## src/rtl/tracker_pkg.sv

```systemverilog
package tracker_pkg;

    typedef enum logic {
        BANK_IDLE = 1'b0,
        BANK_BUSY = 1'b1
    } bank_state_e;

    function automatic int bank_width(input int n);
        return (n > 1) ? $clog2(n) : 1;
    endfunction

    function automatic int count_width(input int lat);
        return (lat > 1) ? $clog2(lat) : 1;
    endfunction

endpackage

```

## src/rtl/bank_map.sv

```systemverilog
module bank_map #(
    parameter int NUM_BANKS = 4,
    parameter int IDX_W     = 8,
    parameter int BANK_W    = 2
) (
    input  logic [IDX_W-1:0]  idx,
    output logic [BANK_W-1:0] bank
);

    localparam bit IS_POW2 = ((NUM_BANKS & (NUM_BANKS - 1)) == 0);

    generate
        if (NUM_BANKS == 1) begin : g_single
            logic [IDX_W-1:0] unused_idx;
            assign unused_idx = idx;
            assign bank = '0;
        end else if (IS_POW2) begin : g_slice
            assign bank = idx[BANK_W-1:0];
        end else begin : g_modulo
            logic [IDX_W-1:0] rem;
            assign rem  = idx % IDX_W'(NUM_BANKS);
            assign bank = rem[BANK_W-1:0];
        end
    endgenerate

endmodule

```

## src/rtl/bank_slot.sv

```systemverilog
module bank_slot
    import tracker_pkg::*;
#(
    parameter int LATENCY = 3
) (
    input  logic clk,
    input  logic rst_n,
    input  logic take,
    output logic busy
);

    localparam int CNT_W = count_width(LATENCY);
    localparam int LOAD  = (LATENCY > 0) ? LATENCY - 1 : 0;

    bank_state_e      state_q, state_d;
    logic [CNT_W-1:0] cnt_q, cnt_d;

    // state register
    always_ff @(posedge clk) begin
        if (!rst_n) begin
            state_q <= BANK_IDLE;
            cnt_q   <= '0;
        end else begin
            state_q <= state_d;
            cnt_q   <= cnt_d;
        end
    end

    // transitions: accept, countdown, release
    always_comb begin
        state_d = state_q;
        cnt_d   = cnt_q;
        unique case (state_q)
            BANK_IDLE: begin
                if (take && (LOAD != 0)) begin
                    state_d = BANK_BUSY;
                    cnt_d   = CNT_W'(LOAD);
                end
            end
            BANK_BUSY: begin
                if (cnt_q <= CNT_W'(1)) begin
                    state_d = BANK_IDLE;
                    cnt_d   = '0;
                end else begin
                    cnt_d = cnt_q - CNT_W'(1);
                end
            end
            default: begin
                state_d = BANK_IDLE;
                cnt_d   = '0;
            end
        endcase
    end

    // outputs
    always_comb begin
        busy = (state_q == BANK_BUSY);
    end

    assert_no_take_when_busy_R5: assert property (@(posedge clk) disable iff (!rst_n)
        take |-> (state_q == BANK_IDLE));

    assert_release_on_time_R3: assert property (@(posedge clk) disable iff (!rst_n)
        (state_q == BANK_BUSY && cnt_q == CNT_W'(1)) |=> (state_q == BANK_IDLE));

    assert_idle_holds_R10: assert property (@(posedge clk) disable iff (!rst_n)
        (state_q == BANK_IDLE && !take) |=> (state_q == BANK_IDLE));

    assert_count_bounded_R3: assert property (@(posedge clk) disable iff (!rst_n)
        (state_q == BANK_BUSY) |-> (cnt_q != '0 && cnt_q <= CNT_W'(LOAD)));

endmodule

```

## src/rtl/rsv_resolve.sv

```systemverilog
module rsv_resolve #(
    parameter int NUM_BANKS = 4,
    parameter int RSV_PORTS = 2,
    parameter int IDX_W     = 8,
    parameter int BANK_W    = 2,
    parameter int LATENCY   = 3
) (
    input  logic                        clk,
    input  logic                        rst_n,
    input  logic [RSV_PORTS-1:0]        rsv_valid,
    input  logic [RSV_PORTS*IDX_W-1:0]  rsv_idx,
    input  logic [RSV_PORTS*BANK_W-1:0] rsv_bank,
    input  logic [NUM_BANKS-1:0]        bank_busy,
    output logic [RSV_PORTS-1:0]        rsv_err,
    output logic [NUM_BANKS-1:0]        bank_take
);

    logic             found;
    logic [IDX_W-1:0] owner_idx;
    logic [BANK_W-1:0] my_bank;

    always_comb begin
        rsv_err   = '0;
        bank_take = '0;
        found     = 1'b0;
        owner_idx = '0;
        my_bank   = '0;
        for (int p = 0; p < RSV_PORTS; p++) begin
            found     = 1'b0;
            owner_idx = '0;
            my_bank   = rsv_bank[p*BANK_W +: BANK_W];
            // the lowest valid port on this bank owns it this cycle
            for (int q = 0; q < p; q++) begin
                if (!found && rsv_valid[q] && rsv_bank[q*BANK_W +: BANK_W] == my_bank) begin
                    found     = 1'b1;
                    owner_idx = rsv_idx[q*IDX_W +: IDX_W];
                end
            end
            if (rsv_valid[p] && (LATENCY != 0)) begin
                if (bank_busy[my_bank]) begin
                    rsv_err[p] = 1'b1;
                end else if (found) begin
                    if (owner_idx != rsv_idx[p*IDX_W +: IDX_W]) begin
                        rsv_err[p] = 1'b1;
                    end
                end else begin
                    bank_take[my_bank] = 1'b1;
                end
            end
        end
    end

    assert_take_needs_free_bank_R5: assert property (@(posedge clk) disable iff (!rst_n)
        (bank_take & bank_busy) == '0);

    assert_err_only_valid_R11: assert property (@(posedge clk) disable iff (!rst_n)
        (rsv_err & ~rsv_valid) == '0);

endmodule

```

## src/rtl/banked_conflict_tracker.sv

```systemverilog
module banked_conflict_tracker
    import tracker_pkg::*;
#(
    parameter int NUM_BANKS = 4,
    parameter int LATENCY   = 3,
    parameter int IDX_W     = 8,
    parameter int RSV_PORTS = 2
) (
    input  logic                       clk,
    input  logic                       rst_n,
    input  logic [IDX_W-1:0]           qry_idx,
    output logic                       qry_grant,
    input  logic [RSV_PORTS-1:0]       rsv_valid,
    input  logic [RSV_PORTS*IDX_W-1:0] rsv_idx,
    output logic [RSV_PORTS-1:0]       rsv_err
);

    localparam int BANK_W = bank_width(NUM_BANKS);

    logic [BANK_W-1:0]           qry_bank;
    logic [RSV_PORTS*BANK_W-1:0] port_bank;
    logic [NUM_BANKS-1:0]        bank_busy;
    logic [NUM_BANKS-1:0]        bank_take;

    bank_map #(.NUM_BANKS(NUM_BANKS), .IDX_W(IDX_W), .BANK_W(BANK_W)) u_qry_map (
        .idx  (qry_idx),
        .bank (qry_bank)
    );

    generate
        for (genvar p = 0; p < RSV_PORTS; p++) begin : g_port_map
            bank_map #(.NUM_BANKS(NUM_BANKS), .IDX_W(IDX_W), .BANK_W(BANK_W)) u_map (
                .idx  (rsv_idx[p*IDX_W +: IDX_W]),
                .bank (port_bank[p*BANK_W +: BANK_W])
            );
        end

        for (genvar b = 0; b < NUM_BANKS; b++) begin : g_bank
            bank_slot #(.LATENCY(LATENCY)) u_slot (
                .clk   (clk),
                .rst_n (rst_n),
                .take  (bank_take[b]),
                .busy  (bank_busy[b])
            );
        end
    endgenerate

    rsv_resolve #(
        .NUM_BANKS (NUM_BANKS),
        .RSV_PORTS (RSV_PORTS),
        .IDX_W     (IDX_W),
        .BANK_W    (BANK_W),
        .LATENCY   (LATENCY)
    ) u_resolve (
        .clk       (clk),
        .rst_n     (rst_n),
        .rsv_valid (rsv_valid),
        .rsv_idx   (rsv_idx),
        .rsv_bank  (port_bank),
        .bank_busy (bank_busy),
        .rsv_err   (rsv_err),
        .bank_take (bank_take)
    );

    always_comb begin
        qry_grant = (LATENCY == 0) || !bank_busy[qry_bank];
    end

    generate
        if (LATENCY == 0) begin : g_chk_zero
            assert_zero_lat_quiet_R9: assert property (@(posedge clk) disable iff (!rst_n)
                qry_grant && (rsv_err == '0));
        end
        if (LATENCY > 1) begin : g_chk_hold
            assert_refuse_after_take_R3: assert property (@(posedge clk) disable iff (!rst_n)
                (rsv_valid[0] && !rsv_err[0]) |=>
                    (!qry_grant || qry_bank != $past(port_bank[BANK_W-1:0])));
        end
    endgenerate

endmodule

```

## config.mk

```make
export PLATFORM = sky130hd
export DESIGN_NAME = banked_conflict_tracker
export DESIGN_NICKNAME = d
export VERILOG_FILES = /design/src/rtl/tracker_pkg.sv /design/src/rtl/bank_map.sv /design/src/rtl/bank_slot.sv /design/src/rtl/rsv_resolve.sv /design/src/rtl/banked_conflict_tracker.sv
export SDC_FILE = /design/constraint.sdc
export NUM_CORES = 1
export LEC_CHECK = 0
export ABC_CLOCK_PERIOD_IN_PS = 1410
export BUFFER_PORTS_ARGS = -buffer_cell sky130_fd_sc_hd__clkbuf_2
export CORE_UTILIZATION = 43
export CTS_CLUSTER_DIAMETER = 120
export DETAILED_ROUTE_END_ITERATION = 8
export GPL_TIMING_DRIVEN = 1
export PLACE_DENSITY_LB_ADDON = 0.05
export SLEW_MARGIN = 20
export SYNTH_ARGS = -nofsm -noshare
export SYNTH_HDL_FRONTEND = slang
export SYNTH_SLANG_ARGS = --single-unit
```

## constraint.sdc

```tcl
create_clock -name clk -period 1.41 [get_ports clk]
set_input_delay 0.0705 -clock clk [delete_from_list [all_inputs] [get_ports clk]]
set_output_delay 0.0705 -clock clk [all_outputs]
set_load 0.02 [all_outputs]
```

==> reports/qor.yml, run 1 <==
timing:
  max_freq_mhz: 620
  fin_ws_ns: -0.202
  max_slew.worst_pin.slew_ns: 0.338
  hold_ws_ns: 0.161
  clock_skew_ns: 0.00130
  min_period_ns: 1.61
  drv_slew: 0
  finalSetupViolCount: 15
  period_share_pct: 114
  slew_headroom_pct: 77.4
  final_hold_viol_count: 0
  rsz0062_at_grt: "true"
route:
  vias_per_cell: 5.38
  initialDrtViolationCount: 9
  wl_um: 1970
  ant_nets: 0
  wire_per_inst_um: 12.9
  drt_pre_antenna_iters: 4
  vias: 818
  drc: 0
layout:
  stdcell_count: 152
  post_route_cells_drive_above_1_share_pct: 46.5
  ff_latch_area_sq_um: 243
  multi_input_area_sq_um: 554
  antennaDiodeCount: 0
  n_fill_cell: 182
  syn_to_final_growth_pct: 34.6
  finalNetCount: 156
floorplan:
  io_pins: 31
  initial_core_util_pct: 47.0
  die_x_um: 45.9
  core_sq_um: 1760
  die_y_um: 45.9
  num_rows: 15
  dieArea_sq_um: 2110
placement:
  place.gp.congestion: 0.750
  numPlacedInstances: 148
  io_buffers: 24
  dp_hpwl_um: 1590
logic_synthesis:
  synth.distinct_cells: 38
  synthArstFlopShare_pct: 0
  synth_top_area_share_pct: 29.0
  synth_area_leaders: "dfxtp_1 (29%), mux4_2 (5.4%), xnor2_1 (5.3%), o311a_1 (3.6%), nand2_1 (3.6%)"
  yosysMostFrequentCell: "dfxtp_1"
  syn_area_sq_um: 828
  syn_avg_cell_area_sq_um: 9.20
  yosys-top-cells-count: "dfxtp_1 (12), nand2_1 (8), xnor2_1 (5)"
  netlist_instances: 90
  synth-seq-cells: 12
  synth_warnings: 0
  yosysTopAreaCell: "dfxtp_1"
  synth_seq_area_share_pct: 29.0
  synth_nets: 118
  synth_edf_count: 0
  synth-main-ff-cell: "dfxtp_1"
flow_run:
  cap_violations: 0
pwr:
  power_density_nw_per_um2: 787
  ir_drop_v: 0.000456
  total_leakage_power_nw: 0.514
clocking:
  cts_sinks: 12
  clock_latency_ns: 0.27
  clk_pin_slew_ns: 0.08
  tritoncts: "built"
  cts.path.max_buffers: 2
  cts_hold_buffers: 0
  post-cts-setup-buffers: 0
  cts_buffers: 3
  cts-root-buf: "clkbuf_4"
  cts_htree_levels: 1
global_routing:
  antenna_found_initial: 0
  first_global_vias: 798
  grt_first_pass_wirelength_um: 3110
  gr-usage-all-layers_pct: 20.7
  grt_max_degree: 16
  overflow: 0
setup_path:
  max_stage_delay_ns: 0.50
  cpMaxStageDelayCell: "mux4_2"
  cp.arrival_ns: 1.54
  path_max_fanout: 2
  critPathTopFamily: "multiplexers"
  crit_path_end_kind: "primary output"
  cp_cell_sequence: "mux4_2 > buf_6 > o21ai_2 > a31oi_1 > buf_4"
  path_buf_inv: 2
  crit_required_ns: 1.34
  criticalPathCategory: "reg -> out"
  cp-start-kind: "flip-flop"
min_path:
  hold_path.class: "in -> reg"
status:
  failed_checks: "negative setup slack"
  outcome: "finished with violations"
## state kept, by name, indices dropped and copies added (netlist names)
register,flops
g_bank.u_slot.cnt_q,8
g_bank.u_slot.busy,4
## repair_timing
action                     in CTS  in global routing
cloned                          0                  0
resized for setup              10                  4
setup endpoints to repair      15                 15
pin swaps                       1                  0
## tightest hold or removal path, delay by kind of cell
kind | cells | cell delay, ns
simple gates | 1 | 0.17
buf+inv | 1 | 0.08
compound gates | 1 | 0.07
## per-stage QoR
| step | utilization [%] | setup TNS, ns | area [sq um] | power, mW | setup WS (ns) |
|---|---|---|---|---|---|
| global placement | 59.4 | -0.629 | 1050 | 0.584 | -0.103 |
| detailed placement | 59.4 | -1.12 | 1050 | 0.589 | -0.155 |
| CTS | 62.8 | -1.90 | 1110 | 0.878 | -0.227 |
| global route | 63.2 | -2.76 | 1110 | 0.919 | -0.258 |
| finish | 63.2 | -1.80 | 1110 | 0.878 | -0.202 |
| floorplan | - | -0.242 | 831 | 0.498 | -0.0729 |
## report_power, final
part / leakage [nW] / internal, mW / total [mW] / switching [mW]
combinational: 0.394 / 0.125 / 0.229 / 0.104
clock: 0.0210 / 0.157 / 0.281 / 0.124
sequential: 0.0988 / 0.357 / 0.368 / 0.0110
## cell usage in the layout, fill, tap and decap left out, types with 3 or more instances in the layout
| cell type | count |
|---|---|
| clkbuf_4 | 3 |
| o22ai_1 | 4 |
| o311a_1 | 3 |
| xnor2_1 | 5 |
| o21a_1 | 3 |
| clkbuf_2 | 21 |
| a21o_1 | 3 |
| mux4_2 | 3 |
| buf_4 | 13 |
| dfxtp_1 | 10 |
| nor3_1 | 4 |
| nand2b_1 | 3 |
| and3_1 | 3 |
| nand2_1 | 8 |
## layer usage
| metal | vias up | GRT usage [%] | share of wire, % |
|---|---|---|---|
| met1 | 374 | 23.6 | 47 |
| li1 | 418 | - | - |
| met2 | 24 | 36.9 | 47 |
| met3 | 2 | 3.97 | 4.6 |
| met4 | 0 | 8.82 | 1.1 |
| met5 | - | 0 | 0 |
## path summary, 6_finish.rpt
path / start / endpoint / slack, ns / depth (start not counted)
max: g_bank[3].u_slot.busy$_SDFF_PN0_ / rsv_err[1] / -0.20 / 5
min: rst_n / g_bank[0].u_slot.cnt_q[0]$_SDFFE_PN0P_ / 0.16 / 3
max reg2reg: g_bank[3].u_slot.busy$_SDFF_PN0_ / g_bank[2].u_slot.cnt_q[0]$_SDFFE_PN0P_ / -0.18 / 4
min reg2reg: g_bank[1].u_slot.cnt_q[1]$_SDFFE_PN0P_ / g_bank[1].u_slot.cnt_q[0]$_SDFFE_PN0P_ / 0.49 / 2
## cells by family after synthesis
| family | Yosys count | synth area share, % |
|---|---|---|
| xor gates and xnor gates | 6 | 6.34 |
| AOI/OAI and AO/OA | 26 | 23.3 |
| buffers and inverters | 6 | 4.68 |
| and+or+nand+nor | 37 | 28.1 |
| DFF | 12 | 29.0 |
| muxes | 3 | 8.61 |
## area by class of cell
type | instances | area share [%]
Multi-Input combinational cell | 72 | 49.7
Inverter | 2 | 0.673
Sequential cell | 12 | 21.8
Timing Repair Buffer | 37 | 21.8
Clock buffer | 4 | 3.25
Tap cell | 25 | 2.81
(Power assumes the default switching activity.)
==> run 2: changes to the inputs <==
Settings changed: ABC_CLOCK_PERIOD_IN_PS 1410 to 2000, CORE_UTILIZATION 43 to 51, SETUP_SLACK_MARGIN set to 0.05.
Clock period 1.41 ns to 2 ns, I/O delays scaled along.
==> reports/qor.yml, run 2 (same netlist as run 1, synthesis figures left out) <==
status:
  outcome: "completed"  # was finished with violations
clocking:
  post-cts-setup-buffers: 0  # unchanged
  cts_sinks: 12  # unchanged
  cts-root-buf: "clkbuf_4"  # unchanged
  tritoncts: "built"  # unchanged
  cts_htree_levels: 1  # unchanged
  clk_pin_slew_ns: 0.08  # about the same
  cts_buffers: 3  # unchanged
  cts_hold_buffers: 0  # unchanged
  cts.path.max_buffers: 2  # unchanged
  cts_resized: 0  # was 10
  clock_latency_ns: 0.27  # about the same
setup_path:
  r2r_slack_ns: 0.31  # was -0.18 ns
  cp-start-kind: "flip-flop"  # unchanged
  path_max_fanout: 7  # was 2
  crit_path_end_kind: "flip-flop"  # was primary output
  path_buf_inv: 0  # was 2
  worstReg2RegEnd: "g_bank[0].u_slot.cnt_q[1]$_SDFFE_PN0P_"  # was g_bank[2].u_slot.cnt_q[0]$_SDFFE_PN0P_
  cp.arrival_ns: 1.91  # was 1.54 ns
  r2r-start: "g_bank[0].u_slot.busy$_SDFF_PN0_"  # was g_bank[3].u_slot.busy$_SDFF_PN0_
  criticalPathCategory: "reg -> reg"  # was reg -> out
  max_stage_delay_ns: 0.52  # was 0.50 ns
  cp_cell_sequence: "mux4_2 > nor3b_2 > nor3b_2 > o311a_1"  # was mux4_2 > buf_6 > o21ai_2 > a31oi_1 > buf_4
  critPathTopFamily: "simple AND/OR/NAND/NOR gates"  # was multiplexers
  crit_top_cell: "nor3b_2"
  crit_required_ns: 2.23  # was 1.34 ns
  cpMaxStageDelayCell: "mux4_2"  # unchanged
  rr_worst_depth: 4  # unchanged
pwr:
  total_leakage_power_nw: 0.444  # was 0.514 nW
  ir_drop_v: 0.000606  # was 0.000456 V
  switching_share_pct: 26.7  # was 27.2%
  power_density_nw_per_um2: 596  # was 787 nW/um^2
  power_frac_seq_pct: 45.6  # was 42.0%
  p_int_uw: 425  # was 639 uW
  clock_power_share_pct: 33.2  # was 32.0%
  p_sw_uw: 155  # was 239 uW
  combPwrFrac_pct: 21.3  # was 26.0%
layout:
  layout_common_cells: "clkbuf_2 (24), dfxtp_1 (12), nand2_1 (8), xnor2_1 (5)"  # was clkbuf_2 (21), buf_4 (13), dfxtp_1 (10), nand2_1 (8), xnor2_1 (5)
  post_route_cells_drive_above_1_share_pct: 34.2  # was 46.5%
  n_fill_cell: 138  # was 182
  multi_input_area_sq_um: 549  # was 554 sq um
  largest_reg_flops: 8  # unchanged
  finalNetCount: 143  # was 156
  layout_commonest_cell: "clkbuf_2"  # unchanged
  regMostFlops: "g_bank.u_slot.cnt_q"  # unchanged
  syn_to_final_growth_pct: 17.5  # was 34.6%
  ff_latch_area_sq_um: 240  # was 243 sq um
  finalInstanceArea_sq_um: 973  # was 1110 sq um
  antennaDiodeCount: 0  # unchanged
route:
  ant_nets: 0  # unchanged
  vias_per_cell: 5.99  # was 5.38
  drt_pre_antenna_iters: 4  # unchanged
  wire_per_inst_um: 13.0  # was 12.9 um
  drc: 0  # unchanged
  vias: 779  # was 818
  wl_um: 1700  # was 1970 um
  initialDrtViolationCount: 13  # was 9
placement:
  postPlaceCellArea_sq_um: 937  # was 1050 sq um
  io_buffers: 24  # unchanged
  place.gp.congestion: 0.788  # was 0.750
  dp_hpwl_um: 1350  # was 1590 um
global_routing:
  grt_first_pass_wirelength_um: 2790  # was 3110 um
  first_global_vias: 668  # was 798
  grt_max_degree: 17  # was 16
  overflow: 0  # unchanged
  gr-usage-all-layers_pct: 20.9  # was 20.7%
  antenna_found_initial: 0  # unchanged
timing:
  drv_slew: 0  # unchanged
  period_share_pct: 84.4
  clock_skew_ns: 0.00698  # was 0.00130 ns
  slew_headroom_pct: 77.8  # was 77.4%
  max_slew.worst_pin.slew_ns: 0.332  # was 0.338 ns
  max_freq_mhz: 592
  min_period_ns: 1.69
  final_hold_viol_count: 0  # unchanged
  finalSetupViolCount: 0  # was 15
  tns_ns: 0  # was -1.80 ns
  rsz0062_at_grt: "false"  # was true
floorplan:
  io_pins: 31  # unchanged
  die_y_um: 42.3  # was 45.9 um
  core_sq_um: 1510  # was 1760 sq um
  initial_core_util_pct: 55.0  # was 47.0%
  dieArea_sq_um: 1790  # was 2110 sq um
  die_x_um: 42.3  # was 45.9 um
  num_rows: 14  # was 15
min_path:
  hold_path.class: "in -> reg"  # unchanged
  hold_start: "rsv_idx[8]"  # was rst_n
  min_to: "g_bank[0].u_slot.cnt_q[0]$_SDFFE_PN0P_"  # unchanged
  holdPathStages: 3  # unchanged
flow_run:
  cap_violations: 0  # unchanged
-- run 2: stage by stage --
step                      std cells  hold slack (ns)  util, %  worst slack [ns]  total power [mW]
after floorplan                  90            0.256        -             0.506             0.350
after CTS                       130            0.222     64.6             0.299             0.587
after global placement          126            0.468     62.2             0.327             0.389
after global routing            130            0.239     64.6             0.187             0.617
final                           130            0.221     64.6             0.311             0.580
after detailed placement        126            0.475     62.2             0.309             0.394
-- run 2: worst max path at each step --
stage	start	to	slack [ns]	depth (start not counted)
6_report	g_bank[0].u_slot.busy$_SDFF_PN0_	g_bank[0].u_slot.cnt_q[1]$_SDFFE_PN0P_	0.31	4
3_5_place_dp	g_bank[1].u_slot.busy$_SDFF_PN0_	g_bank[0].u_slot.cnt_q[1]$_SDFFE_PN0P_	0.31	4
5_1_grt	g_bank[0].u_slot.busy$_SDFF_PN0_	g_bank[0].u_slot.cnt_q[1]$_SDFFE_PN0P_	0.19	4
4_1_cts	g_bank[1].u_slot.busy$_SDFF_PN0_	g_bank[0].u_slot.cnt_q[1]$_SDFFE_PN0P_	0.30	4
2_1_floorplan	g_bank[3].u_slot.busy$_SDFF_PN0_	g_bank[2].u_slot.cnt_q[0]$_SDFFE_PN0P_	0.51	4
3_3_place_gp	g_bank[3].u_slot.busy$_SDFF_PN0_	g_bank[0].u_slot.cnt_q[1]$_SDFFE_PN0P_	0.33	4
-- run 2: worst reg2reg max path, stage by stage, from the launching register on --
cell and delay (ns):
dfxtp_1 0.37, mux4_2 0.52, nor3b_2 0.27, nor3b_2 0.29, o311a_1 0.19
-- run 2: power by group through the flow --
stage	clock network (mW)	logic (mW)	registers [mW]
6_report	0.192	0.123	0.264
5_1_grt	0.215	0.136	0.266
4_1_cts	0.198	0.124	0.264
3_5_place_dp	0	0.124	0.270
3_3_place_gp	0	0.120	0.269
2_1_floorplan	0	0.0841	0.266
-- run 2: cell type report --
cell class	count	share of cell area [%]
Tap cell	16	2.06
Timing Repair Buffer	24	12.3
Inverter	2	0.771
Multi-Input combinational cell	72	56.4
Sequential cell	12	24.7
Clock buffer	4	3.73
-- run 2: metal layers --
metal | global-route usage, % | vias up | share of wire [%]
li1 | - | 395 | -
met1 | 25.1 | 349 | 45
met2 | 35.1 | 32 | 48
met3 | 4.74 | 3 | 6.1
met4 | 9.38 | 0 | 1.0
met5 | 0 | - | 0
